$ cat src/rtl/lq_pkg.sv
package lq_pkg;
  // Per-slot state marks
  typedef struct packed {
    logic valid;      // slot holds a load
    logic known;      // address resolved, load sent to memory
    logic done;       // data returned
    logic poss;       // possible ordering hazard
    logic snoop_hit;  // line invalidated while in flight
    logic fault;      // pending re-execute
  } lq_flags_t;
endpackage

$ cat src/rtl/lq_entry.sv
module lq_entry
  import lq_pkg::*;
#(
  parameter int LINE_W = 26
) (
  input  logic              clk,
  input  logic              rst_n,
  input  logic              alloc_en,
  input  logic              drop_en,
  input  logic              snoop_valid,
  input  logic [LINE_W-1:0] snoop_line,
  input  logic              resp_en,
  input  logic              resp_inval,
  input  logic              resolve_en,
  input  logic              older_resolve,
  input  logic [LINE_W-1:0] resolve_line,
  output logic              valid_o,
  output logic              done_o,
  output logic              fault_o,
  output logic              wb_clean_o
);
  lq_flags_t         f_q, f_n;
  logic [LINE_W-1:0] line_q;
  logic              hit_snoop, hit_resp, hit_order;

  always_comb begin
    hit_snoop = snoop_valid && f_q.valid && f_q.known && (line_q == snoop_line);
    hit_resp  = resp_en && resp_inval && f_q.valid && f_q.known;
    hit_order = older_resolve && f_q.valid && f_q.known && (line_q == resolve_line);
    f_n = f_q;
    if (f_q.valid) begin
      // snoop first, then the invalidate half of a response, then ordering
      f_n.snoop_hit = f_q.snoop_hit | hit_snoop | hit_resp;
      f_n.poss      = f_q.poss | hit_order;
      f_n.fault     = f_q.fault | (f_n.poss & f_n.snoop_hit);
      if (resp_en && f_q.known) f_n.done = 1'b1;
      if (resolve_en && !f_q.known) f_n.known = 1'b1;
    end
    wb_clean_o = resp_en && f_q.valid && f_q.known && !f_n.fault && !drop_en;
  end

  always_ff @(posedge clk) begin
    if (!rst_n) begin
      f_q    <= '0;
      line_q <= '0;
    end else if (drop_en) begin
      f_q <= '0;
    end else if (alloc_en) begin
      f_q <= '{valid: 1'b1, default: 1'b0};
    end else begin
      f_q <= f_n;
      if (resolve_en && f_q.valid && !f_q.known) line_q <= resolve_line;
    end
  end

  assign valid_o = f_q.valid;
  assign done_o  = f_q.done;
  assign fault_o = f_q.fault;

  // A fault stays until the slot is dropped
  assert_fault_sticky_R7: assert property (@(posedge clk) disable iff (!rst_n)
    (f_q.fault && !drop_en) |=> f_q.fault);
  // A clean writeback never comes from a faulted slot
  assert_wb_not_faulted_R7: assert property (@(posedge clk) disable iff (!rst_n)
    wb_clean_o |-> !f_q.fault);
  // Allocation only lands on a free slot
  assert_alloc_free_R1: assert property (@(posedge clk) disable iff (!rst_n)
    alloc_en |-> !f_q.valid);
  // A hazard mark exists only on an issued load
  assert_poss_issued_R3: assert property (@(posedge clk) disable iff (!rst_n)
    f_q.poss |-> f_q.known);
endmodule

$ cat src/rtl/lq_oldest_pick.sv
module lq_oldest_pick #(
  parameter int DEPTH = 8,
  parameter int IDX_W = 3
) (
  input  logic             clk,
  input  logic             rst_n,
  input  logic [DEPTH-1:0] mask,
  input  logic [IDX_W-1:0] base,
  output logic             found,
  output logic [IDX_W-1:0] idx
);
  always_comb begin
    logic [IDX_W-1:0] pos;
    found = 1'b0;
    idx   = '0;
    pos   = '0;
    // walk from youngest to oldest age; the last match is the oldest
    for (int a = DEPTH - 1; a >= 0; a--) begin
      pos = base + IDX_W'(a);
      if (mask[pos]) begin
        found = 1'b1;
        idx   = pos;
      end
    end
  end

  assert_pick_in_mask_R8: assert property (@(posedge clk) disable iff (!rst_n)
    found |-> mask[idx]);
  assert_pick_empty_R8: assert property (@(posedge clk) disable iff (!rst_n)
    !found |-> (mask == '0));
endmodule

$ cat src/rtl/lq_snoop_order.sv
module lq_snoop_order #(
  parameter int DEPTH      = 8,
  parameter int ADDR_W     = 32,
  parameter int LINE_BYTES = 64
) (
  input  logic                     clk,
  input  logic                     rst_n,
  input  logic                     alloc_valid,
  output logic                     alloc_ready,
  output logic [$clog2(DEPTH)-1:0] alloc_idx,
  input  logic                     resolve_valid,
  input  logic [$clog2(DEPTH)-1:0] resolve_idx,
  input  logic [ADDR_W-1:0]        resolve_addr,
  input  logic                     resp_valid,
  input  logic [$clog2(DEPTH)-1:0] resp_idx,
  input  logic                     resp_inval,
  input  logic                     snoop_valid,
  input  logic [ADDR_W-1:0]        snoop_addr,
  output logic                     retire_valid,
  input  logic                     retire_ready,
  output logic [$clog2(DEPTH)-1:0] retire_idx,
  output logic                     squash_valid,
  output logic [$clog2(DEPTH)-1:0] squash_idx,
  output logic                     wb_valid,
  output logic [$clog2(DEPTH)-1:0] wb_idx
);
  localparam int IDX_W  = $clog2(DEPTH);
  localparam int OFF_W  = $clog2(LINE_BYTES);
  localparam int LINE_W = ADDR_W - OFF_W;
  localparam int CNT_W  = $clog2(DEPTH + 1);

  logic [IDX_W-1:0]  head_q, tail_q;
  logic [CNT_W-1:0]  count_q;
  logic              wb_valid_q;
  logic [IDX_W-1:0]  wb_idx_q;

  logic [LINE_W-1:0] resolve_line, snoop_line;
  logic              addr_off_unused;
  logic [DEPTH-1:0]  alloc_en, drop_en, resp_en, resolve_en, older_res;
  logic [DEPTH-1:0]  ent_valid, ent_done, ent_fault, wb_clean;
  logic [IDX_W-1:0]  age [DEPTH];
  logic [IDX_W-1:0]  res_age, sq_age;
  logic              alloc_fire, retire_fire;

  assign resolve_line    = resolve_addr[ADDR_W-1:OFF_W];
  assign snoop_line      = snoop_addr[ADDR_W-1:OFF_W];
  assign addr_off_unused = ^{resolve_addr[OFF_W-1:0], snoop_addr[OFF_W-1:0]};

  // Oldest faulted slot
  lq_oldest_pick #(.DEPTH(DEPTH), .IDX_W(IDX_W)) u_pick (
    .clk   (clk),
    .rst_n (rst_n),
    .mask  (ent_fault),
    .base  (head_q),
    .found (squash_valid),
    .idx   (squash_idx)
  );

  assign res_age = resolve_idx - head_q;
  assign sq_age  = squash_idx - head_q;

  assign alloc_ready  = (count_q < CNT_W'(DEPTH)) && !squash_valid;
  assign alloc_fire   = alloc_valid && alloc_ready;
  assign alloc_idx    = tail_q;
  assign retire_idx   = head_q;
  assign retire_valid = ent_valid[head_q] && ent_done[head_q] && !ent_fault[head_q];
  assign retire_fire  = retire_valid && retire_ready;

  for (genvar j = 0; j < DEPTH; j++) begin : g_slot
    assign age[j]        = IDX_W'(j) - head_q;
    assign alloc_en[j]   = alloc_fire && (tail_q == IDX_W'(j));
    assign resp_en[j]    = resp_valid && (resp_idx == IDX_W'(j));
    assign resolve_en[j] = resolve_valid && (resolve_idx == IDX_W'(j));
    assign older_res[j]  = resolve_valid && (age[j] > res_age);
    assign drop_en[j]    = (squash_valid && (age[j] >= sq_age)) ||
                           (retire_fire && (head_q == IDX_W'(j)));

    lq_entry #(.LINE_W(LINE_W)) u_ent (
      .clk           (clk),
      .rst_n         (rst_n),
      .alloc_en      (alloc_en[j]),
      .drop_en       (drop_en[j]),
      .snoop_valid   (snoop_valid),
      .snoop_line    (snoop_line),
      .resp_en       (resp_en[j]),
      .resp_inval    (resp_inval),
      .resolve_en    (resolve_en[j]),
      .older_resolve (older_res[j]),
      .resolve_line  (resolve_line),
      .valid_o       (ent_valid[j]),
      .done_o        (ent_done[j]),
      .fault_o       (ent_fault[j]),
      .wb_clean_o    (wb_clean[j])
    );
  end

  function automatic logic [IDX_W-1:0] bump(input logic [IDX_W-1:0] x);
    return (x == IDX_W'(DEPTH - 1)) ? '0 : x + 1'b1;
  endfunction

  always_ff @(posedge clk) begin
    if (!rst_n) begin
      head_q     <= '0;
      tail_q     <= '0;
      count_q    <= '0;
      wb_valid_q <= 1'b0;
      wb_idx_q   <= '0;
    end else begin
      if (retire_fire) head_q <= bump(head_q);
      if (squash_valid) begin
        tail_q  <= squash_idx;
        count_q <= CNT_W'(sq_age) - CNT_W'(retire_fire);
      end else begin
        if (alloc_fire) tail_q <= bump(tail_q);
        count_q <= count_q + CNT_W'(alloc_fire) - CNT_W'(retire_fire);
      end
      wb_valid_q <= |wb_clean;
      wb_idx_q   <= resp_idx;
    end
  end

  assign wb_valid = wb_valid_q;
  assign wb_idx   = wb_idx_q;

  assert_count_bound_R1: assert property (@(posedge clk) disable iff (!rst_n)
    count_q <= CNT_W'(DEPTH));
  assert_tail_rewind_R8: assert property (@(posedge clk) disable iff (!rst_n)
    squash_valid |=> (tail_q == $past(squash_idx)));
  assert_wb_follows_resp_R11: assert property (@(posedge clk) disable iff (!rst_n)
    wb_valid |-> $past(resp_valid));
  assert_retire_nonempty_R9: assert property (@(posedge clk) disable iff (!rst_n)
    retire_valid |-> (count_q != '0));
endmodule

$ cat config.mk
export PLATFORM = sky130hd
export DESIGN_NAME = lq_snoop_order
export DESIGN_NICKNAME = d
export VERILOG_FILES = /design/src/rtl/lq_pkg.sv /design/src/rtl/lq_entry.sv /design/src/rtl/lq_oldest_pick.sv /design/src/rtl/lq_snoop_order.sv
export SDC_FILE = /design/constraint.sdc
export NUM_CORES = 1
export LEC_CHECK = 0
export ABC_CLOCK_PERIOD_IN_PS = 15400
export BUFFER_PORTS_ARGS = -buffer_cell sky130_fd_sc_hd__clkbuf_2
export CAP_MARGIN = 20
export CORE_ASPECT_RATIO = 1.4
export CORE_MARGIN = 2
export CORE_UTILIZATION = 56
export DETAILED_ROUTE_END_ITERATION = 6
export PLACE_DENSITY = 0.82
export SYNTH_ARGS = -nofsm -noshare
export SYNTH_HDL_FRONTEND = slang
export SYNTH_SLANG_ARGS = --single-unit
$ cat constraint.sdc
create_clock -name clk -period 15.4 [get_ports clk]
set_clock_uncertainty 0.15 [all_clocks]
set_input_delay 2.31 -clock clk [delete_from_list [all_inputs] [get_ports clk]]
set_output_delay 2.31 -clock clk [all_outputs]
set_load 0.01 [all_outputs]
## Word level (Yosys, flattened, before mapping)

Index checks and enable logic that the tools add are counted.
Widths: inputs -> output; s select.

- Bits in registers: 270
- Input port bits: 78
- Output and inout bits: 16

- Add/sub/neg operators: 21
- Order comparisons: 25
- Equality and inequality tests: 44
- Mux-type cells: 49
- Bitwise operators: 57
- Reduce and logical (&&, ||, !) cells: 269

Operators by type and width:

| kind | number |
|---|---|
| $eq 26x26->1 | 16 |
| $logic_and 1x1->1 | 189 |
| $eq 3x3->1 const B | 16 |
| $mux 3 | 12 |
| $lt 3x4->1 const B | 8 |
| $or 1x1->1 | 32 |
| $reduce_and 2->1 | 16 |
| $bmux 1 s3 | 10 |
| $logic_not 1->1 | 26 |
| $mux 1 | 26 |
| $eq 3x2->1 const B | 8 |
| $ge 3x3->1 | 8 |
| $gt 3x3->1 | 8 |
| $reduce_and 3->1 | 8 |
| $reduce_or 3->1 | 8 |
| $not 1->1 | 17 |
| $reduce_or 2->1 | 8 |
| $add 3x3->3 const B | 4 |
| $eq 3x1->1 const B | 4 |
| $logic_not 3->1 | 4 |
| $sub 3x3->3 const A | 4 |
| $and 1x1->1 | 8 |
| $logic_or 1x1->1 | 8 |
| $reduce_or 8->1 | 1 |
| other kinds (11) | 16 |

## Longest topological paths before layout

- Depth in word-level cells: 18
- Depth in mapped cells: 32
- Mapped depth without buffers: 25

## By module

Synthesis repeated with hierarchy kept, for this count alone.

- Cell total of the unflattened synthesis: 2078
- Area total of the unflattened synthesis: 17474.3 um^2

Modules (own cells, without submodules):

| module | instances | cells each | area each (um^2) | sequential area each (um^2) |
|---|---|---|---|---|
| lq_entry | 8 | 216 | 1826.8 | 640.6 |
| lq_snoop_order | 1 | 260 | 2078.2 | 280.3 |
| lq_oldest_pick | 1 | 90 | 782.0 | 0.0 |

## Worst setup path after synthesis

No wires, ideal clock.

- Path type: register to register
- Start: register head_q[1], in the netlist retire_idx[1]
- End: register g_slot[2].u_ent.line_q[10]
- Library setup time: 128 ps
- Data arrival time: 6548 ps
- Data required time: 15122 ps
- Slack: 8575 ps
- Stages on the path, launching flop included: 31
- Path buffers: 7
- Period minus slack after synthesis: 6825 ps
- Cell sequence: dfxtp_1 buf_4 buf_1 inv_1 ha_1 ha_1 clkbuf_1 mux4_2 mux2_2 a21bo_2 a22o_1 a21oi_1 a21oi_1 nor3_1 o21ai_0 inv_1 fa_1 clkbuf_1 nand2_1 mux2_4 and2_4 buf_6 ha_1 a21o_1 a32oi_1 o31a_1 nand4_1 buf_2 buf_2 mux2i_1 nor2_1

- Word-level cells in the longest chain between the ends: 17
- Elaborated cells between the ends (all ways): 61
- Those cells by class: add/sub (9); order compare (1); eq/ne (1); mux (36); bitwise (2); reduce/logical (12)

Ends and longest elaborated chain:

| element | RTL line | RTL |
|---|---|---|
| start: declaration | lq_snoop_order.sv:32 | `logic [IDX_W-1:0] head_q, tail_q;` |
| start signal: assignment | lq_snoop_order.sv:109 | `if (retire_fire) head_q <= bump(head_q);` |
| $add 3x3->3 | lq_oldest_pick.sv:19 | `pos = base + IDX_W'(a);` |
| $bmux 1 s3 | lq_oldest_pick.sv:20 | `if (mask[pos]) begin` |
| $mux 1 (implied by the code) | lq_oldest_pick.sv:20 |  |
| $mux 3 (7 in a row) | lq_oldest_pick.sv:20 |  |
| $mux 3 (*) | lq_oldest_pick.sv:20 |  |
| named net squash_idx[1] | lq_snoop_order.sv:23 | `output logic [$clog2(DEPTH)-1:0] squash_idx,` |
| $sub 3x3->3 (*) | lq_snoop_order.sv:60 | `assign sq_age = squash_idx - head_q;` |
| $ge 3x3->1 (*) | lq_snoop_order.sv:75 | `assign drop_en[j] = (squash_valid && (age[j] >= sq_age)) \|\|` |
| $logic_and 1x1->1 (*) | lq_snoop_order.sv:75 |  |
| $logic_or 1x1->1 (*) | lq_snoop_order.sv:75 |  |
| $not 1->1 (no source line) (*) | -- |  |
| $reduce_and 3->1 (no source line) (*) | -- |  |
| end signal: assignment | lq_entry.sv:52 | `if (resolve_en && f_q.valid && !f_q.known) line_q <= resolve_line;` |
| end: declaration | lq_entry.sv:23 | `logic [LINE_W-1:0] line_q;` |

Mark *: on every way through the listed nets, which the timed path passes. The rest lies on a longest branch. The select of a mux whose other input is x is not followed.
A chain may end at the register's enable or synchronous reset.

## Worst setup path in the final report

- Start: register head_q[1], in the netlist retire_idx[1]
- End: register g_slot[5].u_ent.line_q[25]

- Word-level cells in the longest chain between the ends: 17
- Elaborated cells between the ends (all ways): 61
- Those cells by class: add/sub (9); order compare (1); eq/ne (1); mux (36); bitwise (2); reduce/logical (12)

Ends and longest elaborated chain:

| element | RTL line |
|---|---|
| $add 3x3->3 | lq_oldest_pick.sv:19 |
| $bmux 1 s3 | lq_oldest_pick.sv:20 |
| $mux 1 (implied by the code) | lq_oldest_pick.sv:20 |
| $mux 3 or $mux 1 (tied branches) (8 in a row) | lq_oldest_pick.sv:20 |
| $sub 3x3->3 or $logic_not 1->1 (tied branches) | lq_snoop_order.sv:60, lq_snoop_order.sv:62 |
| $ge 3x3->1 or $logic_and 1x1->1 (tied branches) | lq_snoop_order.sv:75, lq_snoop_order.sv:62 |
| $logic_and 1x1->1 (on tied branches) | lq_snoop_order.sv:75, lq_snoop_order.sv:63 |
| $logic_or 1x1->1 or $logic_and 1x1->1 (tied branches) | lq_snoop_order.sv:75, lq_snoop_order.sv:71 |
| $not 1->1 (no source line) | -- |
| $reduce_and 3->1 (no source line) (*) | -- |
| end signal: assignment | lq_entry.sv:52 |
| end: declaration | lq_entry.sv:23 |

Every way passes the cells marked *; elsewhere a longest branch is shown, timed or not. The select of a mux whose other input is x is not followed.

==> flow_summary_export.csv <==
group,metric,value,unit
outcome,status,"finished clean",
logic_synthesis,synth_seq_cells,270,
sta,fin_tns_setup,0,ps
placement,gp_congestion,0.9731,
logic_synthesis,ys_seq_area_share,31.21,%
clocking,worstSkewPairLatency,580,ps
grt,grt_use_total,34.32,%
power,leakage,8.570,nW
drt,top_layer_used,"met4",
drt,dr_total_vias,15140,
finish,register_area,5405,µm²
worst_setup_path,crit_path_start_kind,"register",
power,p_per_area,86.69,nW/µm²
sta,maxSlewViolCount,0,
power,total_power,1.618,mW
placement,detailed_place_hpwl,37.83,mm
logic_synthesis,synth_enable_flop_cells,0,
sta,period_share,50.74,%
logic_synthesis,synth.avg_cell_area,8.699,µm²
finish,antenna_cells,0,
finish,fill_cells,2530,
sta,final_hold_viol_count,0,
drt,final_antenna_net_count,0,
floorplan,num_rows,76,
worst_setup_path,crit_type,"register to register",
logic_synthesis,synth_commonest_cells,"306 x xor2_1, 270 x dfxtp_1, 228 x nor2_1",
floorplan,chipHeight,212.1,µm
floorplan,dieArea,32370,µm²
power,vdd_drop_max,0.09567,mV
worst_setup_path,reg2reg_slack,7590,ps
worst_setup_path,cp-end-kind,"register",
finish,area_delta_synth_final,7.788,%
worst_setup_path,slowest_delay,860,ps
logic_synthesis,async_flop_share,0,%
drt,wl_met1,19.63,mm
logic_synthesis,synth_fp_nets,2118,
worst_setup_path,cp.required,15630,ps
sta,maxSlewHeadroom,25.03,%
clocking,clkSinkCount,270,
floorplan,core,30620,µm²
min_path,min_path_type,"register to register",
logic_synthesis,yosys.area.top_type,"dfxtp_1",
logic_synthesis,ys_types,72,
worst_setup_path,crit_path_start,"retire_idx[1]$_SDFFE_PN0P_",
drt,wl_met3,6.228,mm
finish,nets,2084,
drt,via_per_inst,6.400,
sta,rsz0062_at_grt,"false",
grt,antenna_found_initial,1,
flow_run,maxCapViolations,0,
floorplan,dieWidth,152.6,µm
logic_synthesis,yosysMostFrequentCell,"xor2_1",
drt,routed_wl,56.86,mm
worst_setup_path,regToRegStartpoint,"retire_idx[1]$_SDFFE_PN0P_",
placement,port_buffers,81,
sta,min_period,7813,ps
floorplan,start_util,56.56,%
logic_synthesis,ys.warnings.count,0,
drt,dr_wl_met2,24.66,mm
clocking,clockBufferDepth,3,
clocking,numCtsBuffers,28,
worst_setup_path,cp_max_fo,27,
logic_synthesis,synthFlopType,"dfxtp_1",
sta,worst_slew_pin_slew,1125,ps
worst_setup_path,cp-endpoint,"g_slot[5].u_ent.line_q[25]$_SDFFE_PN0P_",
logic_synthesis,syn_inst,1991,
grt,grt-ovfl-total,0,
sta,fmax,0.1280,GHz
logic_synthesis,synth_area,17320,µm²
clocking,clk_pin_slew,60,ps
logic_synthesis,ys_top_cells_by_area,"dfxtp_1 31%, xor2_1 15%, mux2i_1 12%",
sta,setup_viol_count_final,0,
grt,grt_max_degree,107,
worst_setup_path,crit_arrival,8050,ps
drt,drt_iter0_drc,1472,
drt,drc,0,
clocking,cts_resized,0,
finish,multiInputGateArea,11090,µm²
worst_setup_path,cp_cell_sequence,"buf_4 > inv_1 > ha_1 > ha_1 > mux4_2 > mux2_2 > nand3b_1 > a21oi_1 > nor3_1 > o21ai_0 > inv_1 > fa_1 > inv_1 > nand2_1 > mux2_4 > and2_4 > ha_1 > o21ai_0 > nand2b_1 > a32oi_1 > nand3_1 > nand2_1 > a21oi_1",
grt,grt_pass1_wl,85.92,mm
clocking,htreeDepth,1,
floorplan,boundaryPins,94,
clocking,post-cts-setup-buffer-count,0,
worst_setup_path,worstRegToRegCells,23,
drt,wire_per_inst,24.04,µm
worst_setup_path,r2r-end,"g_slot[5].u_ent.line_q[25]$_SDFFE_PN0P_",
grt,first_global_vias,15040,
clocking,cts_root_buffer,"clkbuf_16",
drt,dr.pass1.iters,7,
logic_synthesis,netlist.area_leader.share,31.21,%
clocking,holdBufCountCts,0,
clocking,cts_tree,"yes",
finish,drive_gt1_share,9.367,%
worst_setup_path,crit_slowest_cell,"nand3_1",
power by group:
group / switching, mW / total [mW] / internal (mW)
Clock: 0.295 / 0.712 / 0.417
Combinational: 0.132 / 0.193 / 0.0606
Sequential: 0.00808 / 0.713 / 0.705
cells in the final DEF (no fill, tap or decap), types with 11 or more instances in the layout:
cell type,n
nor2_1,228
a211oi_1,11
a21oi_1,66
mux4_2,17
ha_1,46
inv_1,36
a31oi_1,11
nor3_1,30
xor2_1,306
buf_4,19
nand3_1,48
clkbuf_2,81
mux2i_1,199
and3_1,13
nand4_1,43
nand2_1,138
nor2b_1,12
nor4_1,82
xnor2_1,119
o21ai_0,15
dfxtp_1,270
clkbuf_16,28
stage by stage:
| stage | utilization, % | hold WS, ps | instance area (µm²) | setup WS [ps] | std cells |
|---|---|---|---|---|---|
| 6_report | 60.97 | 319.7 | 18670 | 7587 | 2365 |
| 5_1_grt | 60.97 | 368.3 | 18670 | 7163 | 2365 |
| 4_1_cts | 60.88 | 323.8 | 18640 | 7722 | 2364 |
| 3_5_place_dp | 57.76 | 310.5 | 17680 | 7713 | 2316 |
| 3_3_place_gp | 57.76 | 298.6 | 17680 | 7891 | 2316 |
| 2_1_floorplan | - | 288.8 | 17320 | 8575 | 1991 |
worst min path at each step:
stage / to / startpoint / slack [ps] / depth (start not counted)
detailed placement: g_slot[5].u_ent.done_o$_SDFFE_PP0P_ / g_slot[5].u_ent.done_o$_SDFFE_PP0P_ / 310 / 2
global route: g_slot[5].u_ent.line_q[9]$_SDFFE_PN0P_ / g_slot[5].u_ent.line_q[9]$_SDFFE_PN0P_ / 370 / 2
floorplan: g_slot[3].u_ent.f_q[2]$_SDFFE_PP0P_ / g_slot[3].u_ent.f_q[2]$_SDFFE_PP0P_ / 290 / 2
global placement: g_slot[5].u_ent.done_o$_SDFFE_PP0P_ / g_slot[5].u_ent.done_o$_SDFFE_PP0P_ / 300 / 2
CTS: g_slot[5].u_ent.done_o$_SDFFE_PP0P_ / g_slot[5].u_ent.done_o$_SDFFE_PP0P_ / 320 / 2
finish: g_slot[5].u_ent.done_o$_SDFFE_PP0P_ / g_slot[5].u_ent.done_o$_SDFFE_PP0P_ / 320 / 2
registers in the layout (all words and copies together), names as in the netlist:
register,cells
g_slot.u_ent.valid_o,8
g_slot.u_ent.fault_o,8
alloc_idx,3
wb_valid,1
g_slot.u_ent.f_q,24
count_q,4
g_slot.u_ent.line_q,208
retire_idx,3
wb_idx,3
g_slot.u_ent.done_o,8
worst max-delay path, delay by kind of cell (launching register included):
| kind | cells | cell delay (ps) |
|---|---|---|
| compound gates | 5 | 1290 |
| fa+ha+maj | 4 | 1810 |
| simple gates | 7 | 1820 |
| flops | 1 | 300 |
| mux | 3 | 1160 |
| buf+inv | 4 | 1090 |
cell type report:
class	count	share of cell area (%)
multi-input combinational	1517	59.42
sequential	270	28.95
clock buffer	39	4.350
timing repair buffer	101	3.083
tap	390	2.614
inverter	39	0.8110
clock inverter	9	0.7708
kinds of logic (layout without fill, tap and decap cells):
group | after synthesis | in the layout | share of synthesized area (%)
AND/OR/NAND/NOR | 644 | 644 | 17.67
XOR/XNOR | 425 | 425 | 21.49
flip-flops | 270 | 270 | 31.21
multiplexers | 223 | 223 | 14.19
buffers and inverters | 204 | 188 | 4.905
AO/OA/AOI/OAI | 175 | 175 | 6.798
adder cells (fa/ha/maj) | 50 | 50 | 3.735
per-layer routing:
metal	vias up	GRT usage (%)
met5	-	0
met2	905	54.72
met4	0	30.56
met1	7115	38.41
met3	376	7.868
li1	6741	-
Note: power is estimated with default switching activity, not from simulation.
